<file path="src/rtl/lhb_pkg.sv">
package lhb_pkg;

    localparam int AC_W      = 7;
    localparam int NUM_BANKS = 3;

    typedef enum logic [1:0] {
        TGT_TEXT  = 2'd0,
        TGT_GLYPH = 2'd1,
        TGT_ICON  = 2'd2
    } tgt_e;

    typedef enum logic [2:0] {
        OP_NONE,
        OP_TEXT_ADDR,
        OP_GLYPH_ADDR,
        OP_ICON_ADDR,
        OP_WIDTH
    } op_e;

    typedef struct packed {
        logic       rs;
        logic       rw;
        logic [7:0] data;
    } xfer_t;

    function automatic op_e decode_cmd(input logic [7:0] c);
        if (c[7])                 return OP_TEXT_ADDR;
        else if (c[6])            return OP_GLYPH_ADDR;
        else if (c[5])            return OP_WIDTH;
        else if (c[4])            return OP_ICON_ADDR;
        else                      return OP_NONE;
    endfunction

    function automatic int bank_depth(input int idx);
        if (idx == 0)      return 128;
        else if (idx == 1) return 64;
        else               return 16;
    endfunction

endpackage

</file>
<file path="src/rtl/lhb_bank.sv">
module lhb_bank #(
    parameter int DEPTH = 128,
    localparam int AW   = $clog2(DEPTH)
) (
    input  logic          clk,
    input  logic          rst,
    input  logic          we,
    input  logic [AW-1:0] waddr,
    input  logic [7:0]    wdata,
    input  logic [AW-1:0] raddr,
    output logic [7:0]    rdata
);
    logic [7:0] mem [DEPTH];

    always_ff @(posedge clk) begin
        if (rst) begin
            for (int i = 0; i < DEPTH; i++) mem[i] <= 8'h00;
        end else if (we) begin
            mem[waddr] <= wdata;
        end
    end

    assign rdata = mem[raddr];
endmodule

</file>
<file path="src/rtl/lhb_sampler.sv">
module lhb_sampler
    import lhb_pkg::*;
(
    input  logic       clk,
    input  logic       rst,
    input  logic       en,
    input  logic       rs,
    input  logic       rw,
    input  logic [7:0] din,
    input  logic       dl,
    output logic       xfer_valid,
    output xfer_t      xfer,
    output logic       phase
);
    logic       en_q;
    logic [3:0] hi_nib;
    logic       fall;

    assign fall = en_q && !en;

    always_ff @(posedge clk) begin
        if (rst) begin
            en_q   <= 1'b0;
            phase  <= 1'b0;
            hi_nib <= 4'h0;
        end else begin
            en_q <= en;
            if (dl) begin
                phase <= 1'b0;
            end else if (fall) begin
                phase <= ~phase;
                if (!phase) hi_nib <= din[7:4];
            end
        end
    end

    assign xfer_valid = fall && (dl || phase);
    assign xfer.rs    = rs;
    assign xfer.rw    = rw;
    assign xfer.data  = dl ? din : {hi_nib, din[7:4]};


    nib_toggle_chk: assert property (@(posedge clk) disable iff (rst)
        (fall && !dl) |=> (phase != $past(phase)));


    wide_phase_chk: assert property (@(posedge clk) disable iff (rst)
        dl |-> !phase);
endmodule

</file>
<file path="src/rtl/lhb_core.sv">
module lhb_core
    import lhb_pkg::*;
#(
    parameter int BUSY_CYCLES = 37,
    localparam int BW = $clog2(BUSY_CYCLES + 1)
) (
    input  logic            clk,
    input  logic            rst,
    input  logic            xfer_valid,
    input  xfer_t           xfer,
    input  logic [7:0]      rd_data,
    output logic            dl,
    output logic            busy,
    output tgt_e            tgt,
    output tgt_e            rd_tgt,
    output logic [AC_W-1:0] ac,
    output logic [AC_W-1:0] rd_addr,
    output logic [7:0]      dr,
    output logic            we
);
    logic [BW-1:0] busy_cnt;
    op_e           op;
    logic          addr_set;

    assign busy = (busy_cnt != '0);
    assign op   = decode_cmd(xfer.data);
    assign addr_set = !xfer.rs &&
        (op == OP_TEXT_ADDR || op == OP_GLYPH_ADDR || op == OP_ICON_ADDR);
    assign we = xfer_valid && xfer.rs && !xfer.rw && !busy;

    always_comb begin
        rd_tgt  = tgt;
        rd_addr = ac + 1'b1;
        if (addr_set) begin
            case (op)
                OP_TEXT_ADDR:  begin rd_tgt = TGT_TEXT;  rd_addr = xfer.data[6:0]; end
                OP_GLYPH_ADDR: begin rd_tgt = TGT_GLYPH; rd_addr = {1'b0, xfer.data[5:0]}; end
                OP_ICON_ADDR:  begin rd_tgt = TGT_ICON;  rd_addr = {3'b000, xfer.data[3:0]}; end
                default: ;
            endcase
        end
    end

    always_ff @(posedge clk) begin
        if (rst) begin
            dl       <= 1'b1;
            tgt      <= TGT_TEXT;
            ac       <= '0;
            dr       <= 8'h00;
            busy_cnt <= '0;
        end else begin
            if (busy) busy_cnt <= busy_cnt - 1'b1;
            if (xfer_valid) begin
                if (!xfer.rw && !busy) begin
                    busy_cnt <= BW'(BUSY_CYCLES);
                    if (xfer.rs) begin
                        dr <= xfer.data;
                        ac <= ac + 1'b1;
                    end else if (addr_set) begin
                        tgt <= rd_tgt;
                        ac  <= rd_addr;
                        dr  <= rd_data;
                    end else if (op == OP_WIDTH) begin
                        dl <= xfer.data[4];
                    end
                end else if (xfer.rw && xfer.rs) begin
                    dr <= rd_data;
                    ac <= ac + 1'b1;
                end
            end
        end
    end


    no_strobe_chk: assert property (@(posedge clk) disable iff (rst)
        !xfer_valid |=> ($stable(ac) && $stable(dr) && $stable(tgt) && $stable(dl)));


    ac_step_chk: assert property (@(posedge clk) disable iff (rst)
        (xfer_valid && xfer.rs && (xfer.rw || !busy)) |=> (ac == $past(ac) + 7'd1));


    busy_set_chk: assert property (@(posedge clk) disable iff (rst)
        (xfer_valid && !xfer.rw && !busy) |=> busy);


    ignore_chk: assert property (@(posedge clk) disable iff (rst)
        (xfer_valid && !xfer.rw && busy) |=>
            ($stable(ac) && $stable(dl) && $stable(tgt) && $stable(dr)));
endmodule

</file>
<file path="src/rtl/lcd_host_bus.sv">
module lcd_host_bus
    import lhb_pkg::*;
#(
    parameter int BUSY_CYCLES = 37
) (
    input  logic       clk,
    input  logic       rst,
    input  logic       bus_en,
    input  logic       bus_rs,
    input  logic       bus_rw,
    input  logic [7:0] bus_din,
    output logic [7:0] bus_dout
);
    logic            xfer_valid;
    xfer_t           xfer;
    logic            phase;
    logic            dl;
    logic            busy;
    tgt_e            tgt;
    tgt_e            rd_tgt;
    logic [AC_W-1:0] ac;
    logic [AC_W-1:0] rd_addr;
    logic [7:0]      dr;
    logic            we;
    logic [7:0]      rd_data;
    logic [7:0]      bank_rd [NUM_BANKS];
    logic [7:0]      full_byte;

    lhb_sampler u_sampler (
        .clk        (clk),
        .rst        (rst),
        .en         (bus_en),
        .rs         (bus_rs),
        .rw         (bus_rw),
        .din        (bus_din),
        .dl         (dl),
        .xfer_valid (xfer_valid),
        .xfer       (xfer),
        .phase      (phase)
    );

    lhb_core #(.BUSY_CYCLES(BUSY_CYCLES)) u_core (
        .clk        (clk),
        .rst        (rst),
        .xfer_valid (xfer_valid),
        .xfer       (xfer),
        .rd_data    (rd_data),
        .dl         (dl),
        .busy       (busy),
        .tgt        (tgt),
        .rd_tgt     (rd_tgt),
        .ac         (ac),
        .rd_addr    (rd_addr),
        .dr         (dr),
        .we         (we)
    );

    for (genvar g = 0; g < NUM_BANKS; g++) begin : g_bank
        localparam int DEP = bank_depth(g);
        localparam int AW  = $clog2(DEP);
        lhb_bank #(.DEPTH(DEP)) u_bank (
            .clk   (clk),
            .rst   (rst),
            .we    (we && (tgt == tgt_e'(g))),
            .waddr (ac[AW-1:0]),
            .wdata (xfer.data),
            .raddr (rd_addr[AW-1:0]),
            .rdata (bank_rd[g])
        );
    end

    always_comb begin
        case (rd_tgt)
            TGT_GLYPH: rd_data = bank_rd[1];
            TGT_ICON:  rd_data = bank_rd[2];
            default:   rd_data = bank_rd[0];
        endcase
    end

    assign full_byte = bus_rs ? dr : {busy, ac};
    assign bus_dout  = dl    ? full_byte :
                       phase ? {full_byte[3:0], 4'h0} : {full_byte[7:4], 4'h0};
endmodule

</file>
<file path="config.mk">
export PLATFORM = sky130hd
export DESIGN_NAME = lcd_host_bus
export DESIGN_NICKNAME = d
export VERILOG_FILES = /design/src/rtl/lhb_pkg.sv /design/src/rtl/lhb_bank.sv /design/src/rtl/lhb_sampler.sv /design/src/rtl/lhb_core.sv /design/src/rtl/lcd_host_bus.sv
export SDC_FILE = /design/constraint.sdc
export NUM_CORES = 2
export LEC_CHECK = 0
export BUFFER_PORTS_ARGS = -buffer_cell sky130_fd_sc_hd__buf_2
export CAP_MARGIN = 10
export CORE_MARGIN = 3
export CORE_UTILIZATION = 55
export DETAILED_ROUTE_END_ITERATION = 10
export GPL_ROUTABILITY_DRIVEN = 0
export PLACE_DENSITY = 0.67
export SLEW_MARGIN = 10
export SYNTH_ARGS = -nofsm -noshare
export SYNTH_HDL_FRONTEND = slang
export SYNTH_SLANG_ARGS = --single-unit
</file>
<file path="constraint.sdc">
create_clock -name clk -period 4.91 [get_ports clk]
set_input_delay 0.491 -clock clk [delete_from_list [all_inputs] [get_ports clk]]
set_output_delay 0.491 -clock clk [all_outputs]
set_load 0.01 [all_outputs]
</file>
Word-level counts from Yosys, hierarchy flattened

Memories as Yosys holds them, arrays and structs flattened.
Cells that the tools add are included.
W data, S select, Z words.

Add/sub/neg operators: 2
Equal/unequal tests: 9
Mux-type cells: 44
Bitwise gates (word level): 4
Reductions and logical operators: 29

Operators with widths:

| cell                  | number |
|---|---|
| $mux W8               | 11 |
| $mux W7               | 6 |
| $mux W6               | 4 |
| $reduce_or A8 Y1      | 3 |
| $pmux W7 S3           | 1 |
| $pmux W8 S2           | 1 |
| $mux W1               | 14 |
| $logic_and A1 B1 Y1   | 11 |
| $mux W3               | 3 |
| $add A7 B1 Y7 const B | 1 |
| $eq A3 B2 Y1 const B  | 2 |
| $pmux W2 S3           | 1 |
| $reduce_and A3 Y1     | 2 |
| $reduce_bool A6 Y1    | 1 |
| $sub A6 B1 Y6 const B | 1 |
| $reduce_and A5 Y1     | 1 |
| $eq A2 B1 Y1 const B  | 2 |
| $eq A2 B2 Y1 const B  | 2 |
| $logic_not A1 Y1      | 4 |
| $mux W2               | 2 |
| $mux W4               | 1 |
| $not A1 Y1            | 4 |
| $reduce_and A4 Y1     | 1 |
| $eq A3 B1 Y1 const B  | 1 |
| 6 further kinds       | 8 |

Bits in registers: 30
Bits in writable memories: 1664
Output and inout port bits: 8
Memories kept: 3

Memories:

| memory               | words | width | read ports | clocked after memory_dff | wr ports | RTL line       | source |
|---|---|---|---|---|---|---|---|
| g_bank[0].u_bank.mem | 128   | 8     | 1          | 0                        | 128      | lhb_bank.sv:13 | `logic [7:0] mem [DEPTH];` |
| g_bank[1].u_bank.mem | 64    | 8     | 1          | 0                        | 64       | lhb_bank.sv:13 |  |
| g_bank[2].u_bank.mem | 16    | 8     | 1          | 0                        | 16       | lhb_bank.sv:13 |  |

Logic depth before layout (Yosys ltp)

Depth after elaboration: 15
Gate-level depth with buffers: 20

Modules after synthesis

A second synthesis with hierarchy kept.

Cells, all modules: 5100
Area, all modules: 79030.8 um2

Modules (own cells, without submodules):

| module                      | instances | cells each | area an instance (um2) |
|---|---|---|---|
| lhb_bank (g_bank[0].u_bank) | 1         | 2900       | 47151.5 |
| lhb_bank (g_bank[1].u_bank) | 1         | 1562       | 23836.6 |
| lhb_bank (g_bank[2].u_bank) | 1         | 375        | 5861.9 |
| lhb_core                    | 1         | 184        | 1463.9 |
| lcd_host_bus                | 1         | 48         | 374.1 |
| lhb_sampler                 | 1         | 31         | 342.8 |

Least setup slack after synthesis

OpenSTA, ideal clock, no wires.

Kind: input-to-reg
Start: in bus_rs
End: reg u_core.dr[0]
Arrival: 4300 ps
Slack: 519 ps
Cell stages on the path: 19
Cells stage by stage: buf_2 buf_2 buf_2 buf_2 buf_2 clkbuf_1 buf_2 clkbuf_1 o21ai_0 nor2b_1 ha_1 nand2b_1 nand2b_1 clkbuf_1 a311oi_1 a31oi_1 a21oi_1 and4b_1 a311oi_1

Longest elaborated chain between the ends: 8

RTL lines:

| item                                      | RTL line           | source |
|---|---|---|
| from (decl)                               | lcd_host_bus.sv:9  | `input logic bus_rs,` |
| $logic_not A1 Y1                          | lhb_core.sv:27     | `assign addr_set = !xfer.rs &&` |
| $logic_and A1 B1 Y1                       | lhb_core.sv:27     |  |
| $mux W7 / $mux W2 (equally long branches) | lhb_core.sv:34     | `if (addr_set) begin` |
| $mem_v2 Z128 W8 (tied with other cells)   | --                 |  |
| $pmux W8 S2                               | lcd_host_bus.sv:73 | `case (rd_tgt)` |
| $mux W8                                   | lhb_core.sv:59     | `end else if (addr_set) begin` |
| $mux W8                                   | lhb_core.sv:56     | `if (xfer.rs) begin` |
| $mux W8                                   | lhb_core.sv:54     | `if (!xfer.rw && !busy) begin` |
| to (signal assigned)                      | lhb_core.sv:57     | `dr <= xfer.data;` |
| to (signal assigned)                      | lhb_core.sv:62     | `dr <= rd_data;` |
| to (signal assigned)                      | lhb_core.sv:67     | `dr <= rd_data;` |
| to (decl)                                 | lhb_core.sv:18     | `output logic [7:0] dr,` |

Parallel ways exist; a longest one is shown, timed or not. The select of a mux whose other input is x is not followed.
A chain may end at the register's enable or synchronous reset.

Worst setup path in the final report

Start: reg u_core.dl
End: reg u_core.dr[5]

Longest elaborated chain between the ends: 15

RTL lines:

| item                                                | RTL line                       | source |
|---|---|---|
| from (decl)                                         | lhb_core.sv:12                 | `output logic dl,` |
| from (signal assigned)                              | lhb_core.sv:64                 | `dl <= xfer.data[4];` |
| $mux W8                                             | lhb_sampler.sv:40              | `assign xfer.data = dl ? din : {hi_nib, din[7:4]};` |
| $mux W2                                             | lhb_pkg.sv:30                  | `else if (c[4]) return OP_ICON_ADDR;` |
| $mux W3                                             | lhb_pkg.sv:29                  | `else if (c[5]) return OP_WIDTH;` |
| $mux W3                                             | lhb_pkg.sv:28                  | `else if (c[6]) return OP_GLYPH_ADDR;` |
| $mux W3                                             | lhb_pkg.sv:27                  | `if (c[7]) return OP_TEXT_ADDR;` |
| $eq A3 B1 Y1 / $eq A3 B2 Y1 (equally long branches) | lhb_core.sv:28, lhb_core.sv:35 |  |
| $logic_or A1 B1 Y1 (2 in series)                    | lhb_core.sv:28                 | `(op == OP_TEXT_ADDR \|\| op == OP_GLYPH_ADDR \|\| op == OP_ICON_ADDR);` |
| $logic_and A1 B1 Y1                                 | lhb_core.sv:27                 |  |
| $mux W7 / $mux W2 (equally long branches)           | lhb_core.sv:34                 |  |
| $mem_v2 Z128 W8 (tied with other cells)             | --                             |  |
| $pmux W8 S2                                         | lcd_host_bus.sv:73             |  |
| $mux W8                                             | lhb_core.sv:59                 |  |
| $mux W8                                             | lhb_core.sv:56                 |  |
| $mux W8                                             | lhb_core.sv:54                 |  |

Parallel ways exist; a longest one is shown, timed or not. The select of a mux whose other input is x is not followed.

==> results.json <==
{
  "run_status": "finished, final reports clean",
  "grt_antenna_before_repair": 9,
  "place_worst_setup_slack_ns": 0.0844,
  "cts-root-to-sink-buffers": 3,
  "synth_top_family_by_area": "simple AND/OR/NAND/NOR gates",
  "syn-num-nets": 8819,
  "min-delay-path-class": "in -> reg",
  "post_cts.repair.setup_buffers": 0,
  "fillers": 12962,
  "initial_utilization_pct": 55.4,
  "first_global_vias": 68964,
  "ys_top_cells_by_area": "edfxtp_1, nand2_1, nor2_1",
  "ioPinCount": 21,
  "worstSetupEndpointType": "flop",
  "detailroute.via_count": 72324,
  "postSynthRegisterBits": 1694,
  "grt_setup_unrepaired": "false",
  "placeableCoreArea_um2": 159000,
  "avgViaCountPerCell": 6.72,
  "slew_viol_final": 0,
  "hold_violations": 0,
  "ir_drop_mv": 0.306,
  "tritoncts": "done",
  "detail_route.wl_per_cell_um": 27.7,
  "cts_root_buf": "clkbuf_16",
  "cap_viol_max_count": 0,
  "worst_slack_ns": 0.0904,
  "worstMarginPinSlew_ns": 1.30,
  "power.density_cell_area_nw_per_um2": 364,
  "area.growth.synth_to_final_pct": 9.57,
  "post_synth_mux_area_share_pct": 6.95,
  "cts_inserted_buffers": 181,
  "drt_pass1_iterations": 9,
  "maximum_number_of_pins_on_one_net_before_global_route_repair": 165,
  "rrSetupSlack_ns": 0.09,
  "detailed_place_hpwl_mm": 184,
  "final_cell_count_no_fill": 10769,
  "ys_async_sr_fraction_pct": 0,
  "synth.most_common_cell": "nand2_1",
  "yosys.area_share.xor_xnor_pct": 0.0897,
  "port_bufs": 20,
  "chipWidth_um": 406,
  "finalSetupViolations": 0,
  "synth_simple_gate_area_share_pct": 19.0,
  "synth_top_area_share_pct": 56.8,
  "synth_largest_area_cell": "edfxtp_1",
  "detail-route-antenna-nets": 0,
  "worst-endpoint-required_ns": 5.66,
  "clock_latency_ns": 0.85,
  "final.min_clock_period_ns": 4.82,
  "post_synth_fa_ha_maj_area_fraction_pct": 0.0996,
  "skew_ns": 0.0248,
  "synth_area_um2": 87900,
  "drive_gt1_share_pct": 11.5,
  "critPathKind": "reg -> reg",
  "combined_area_of_the_multi_input_logic_cells_um2": 34100,
  "worst_slew_margin_relative_to_its_limit_pct": 13.3,
  "finalWirelength_mm": 298,
  "clock_sinks": 1694,
  "count_of_unresolved_drc_violations_after_routing": 0,
  "timing.critical_path.fanout_max": 24,
  "netlist-cell-type-count": 78,
  "max_freq_ghz": 0.207,
  "syn-instance-count": 8799,
  "ff_latch_area_um2": 50600,
  "clkSlewWorstSetupHoldPaths_ns": 0.06,
  "sequential_area_share_after_synthesis_pct": 57.5,
  "core.rowCount": 146,
  "post_synth_top_flop": "edfxtp_1",
  "synth_compound_area_share_pct": 12.3,
  "die_height_um": 406,
  "setup_tns_final_ns": 0,
  "synth.top_cells.by_count": "nand2_1, nor2_1, edfxtp_1",
  "htree_levels": 4,
  "synth_edf_count": 1664,
  "overall_overflow_remaining_after_global_route": 0,
  "dr.first_iter.drc_count": 9616,
  "static_leakage_nw": 34.4,
  "die_outline_area_um2": 165000,
  "min_period_over_period_pct": 98.2,
  "grt_first_pass_wirelength_mm": 439,
  "postSynthAreaPerCell_um2": 9.99,
  "layout.nets": 8564,
  "global_route_usage_sum_pct": 35.5,
  "dpl.cell_count": 10432,
  "ys.warnings.count": 0,
  "crit_arrival_ns": 5.57,
  "element_type_at_the_critical_path_start": "flop"
}
-- metal layers --
metal	vias to the layer above	track usage (%)	share of wire (%)
met5	-	0	0.010
met4	4	19.5	6.3
met3	961	8.64	12
met2	4707	55.6	46
met1	35418	45.7	36
li1	31234	-	-
-- placed cells by master (no fill, tap or decap), types with 26 or more instances in the layout --
cell	instances
nand2b_1	26
a2111oi_0	86
nor2_1	1750
and3_1	78
a211oi_1	82
edfxtp_1	1664
a311oi_1	59
a31oi_1	133
clkbuf_16	183
o211ai_1	39
mux2i_1	191
a21oi_1	553
o21ai_0	128
clkbuf_1	32
a221oi_1	117
nand4_1	36
dfxtp_1	28
o22ai_1	38
clkinv_1	51
a32oi_1	44
a22o_1	89
buf_4	246
nand2_1	1831
a22oi_1	148
nand3_1	305
mux2_2	343
buf_12	58
-- layout make-up --
class                   count  share of cell area [%]
clock inverters           114                    1.21
diodes                      6                  0.0156
clock buffers             216                    4.89
repair buffers            325                    3.25
multi-input cells        6333                    35.4
well taps                2072                    2.69
flip-flops and latches   1694                    52.5
inverters                   9                  0.0429
-- logic make-up (layout without fill, tap and decap cells) --
family / Yosys count / in the layout
muxes: 556 / 556
AOI/OAI and AO/OA: 1602 / 1602
and+or+nand+nor: 4159 / 4159
adders and majority gates: 7 / 7
buffers and inverters: 772 / 664
DFF: 1694 / 1694
other: 0 / 6
xor gates and xnor gates: 9 / 9
-- power breakdown --
group          leakage [nW]  total, W  switching (W)  internal, W
combinational          14.1   0.00468        0.00333      0.00135
sequential             17.4    0.0166       0.000260       0.0163
clock                  2.86    0.0138        0.00591      0.00786
total                  34.4    0.0350        0.00950       0.0255
-- through the flow --
step	total power [W]	hold WS, ns	cell area [um2]	util (%)
floorplan	0.0196	0.473	87900	-
global placement	0.0213	0.496	90400	57.0
detailed placement	0.0214	0.497	90400	57.0
CTS	0.0349	0.0289	96300	60.7
global route	0.0359	0.0749	96300	60.7
finish	0.0350	0.0751	96300	60.7
-- critical path, cell delays in order (launching register included) --
cell,delay (ns)
dfxtp_2,0.52
buf_4,0.38
nor4b_1,0.11
a211oi_2,0.23
buf_4,0.29
and2_4,0.53
buf_12,0.26
buf_4,0.25
mux2i_1,0.12
a221oi_1,0.56
o31ai_1,0.22
a21oi_1,0.72
a211o_1,0.23
nand3_1,0.16
o211ai_1,0.13
-- what timing repair did --
item                                    CTS  global route
hold buffers                              1             0
gates resized for setup                   0             1
endpoints found under the setup margin    0             2
endpoints found under the hold margin     1             0
-- state kept, by name (all words and copies together) (netlist names) --
register,cells
u_core.ac,7
u_sampler.en_q,1
u_core.dr,8
u_core.tgt,2
u_sampler.hi_nib,4
u_core.dl,1
g_bank.u_bank.mem,1664
u_sampler.phase,1
u_core.busy_cnt,6
-- path summary, 6_finish.rpt --
kind,startpoint,end,depth (start not counted)
worst max register to register,u_core.dl,u_core.dr[5],14
worst min-delay path,bus_din[4],u_sampler.hi_nib[0],3
worst max-delay path,u_core.dl,u_core.dr[5],14
worst min register to register,u_core.busy_cnt[4],u_core.busy_cnt[4],2
(Power assumes the default switching activity.)
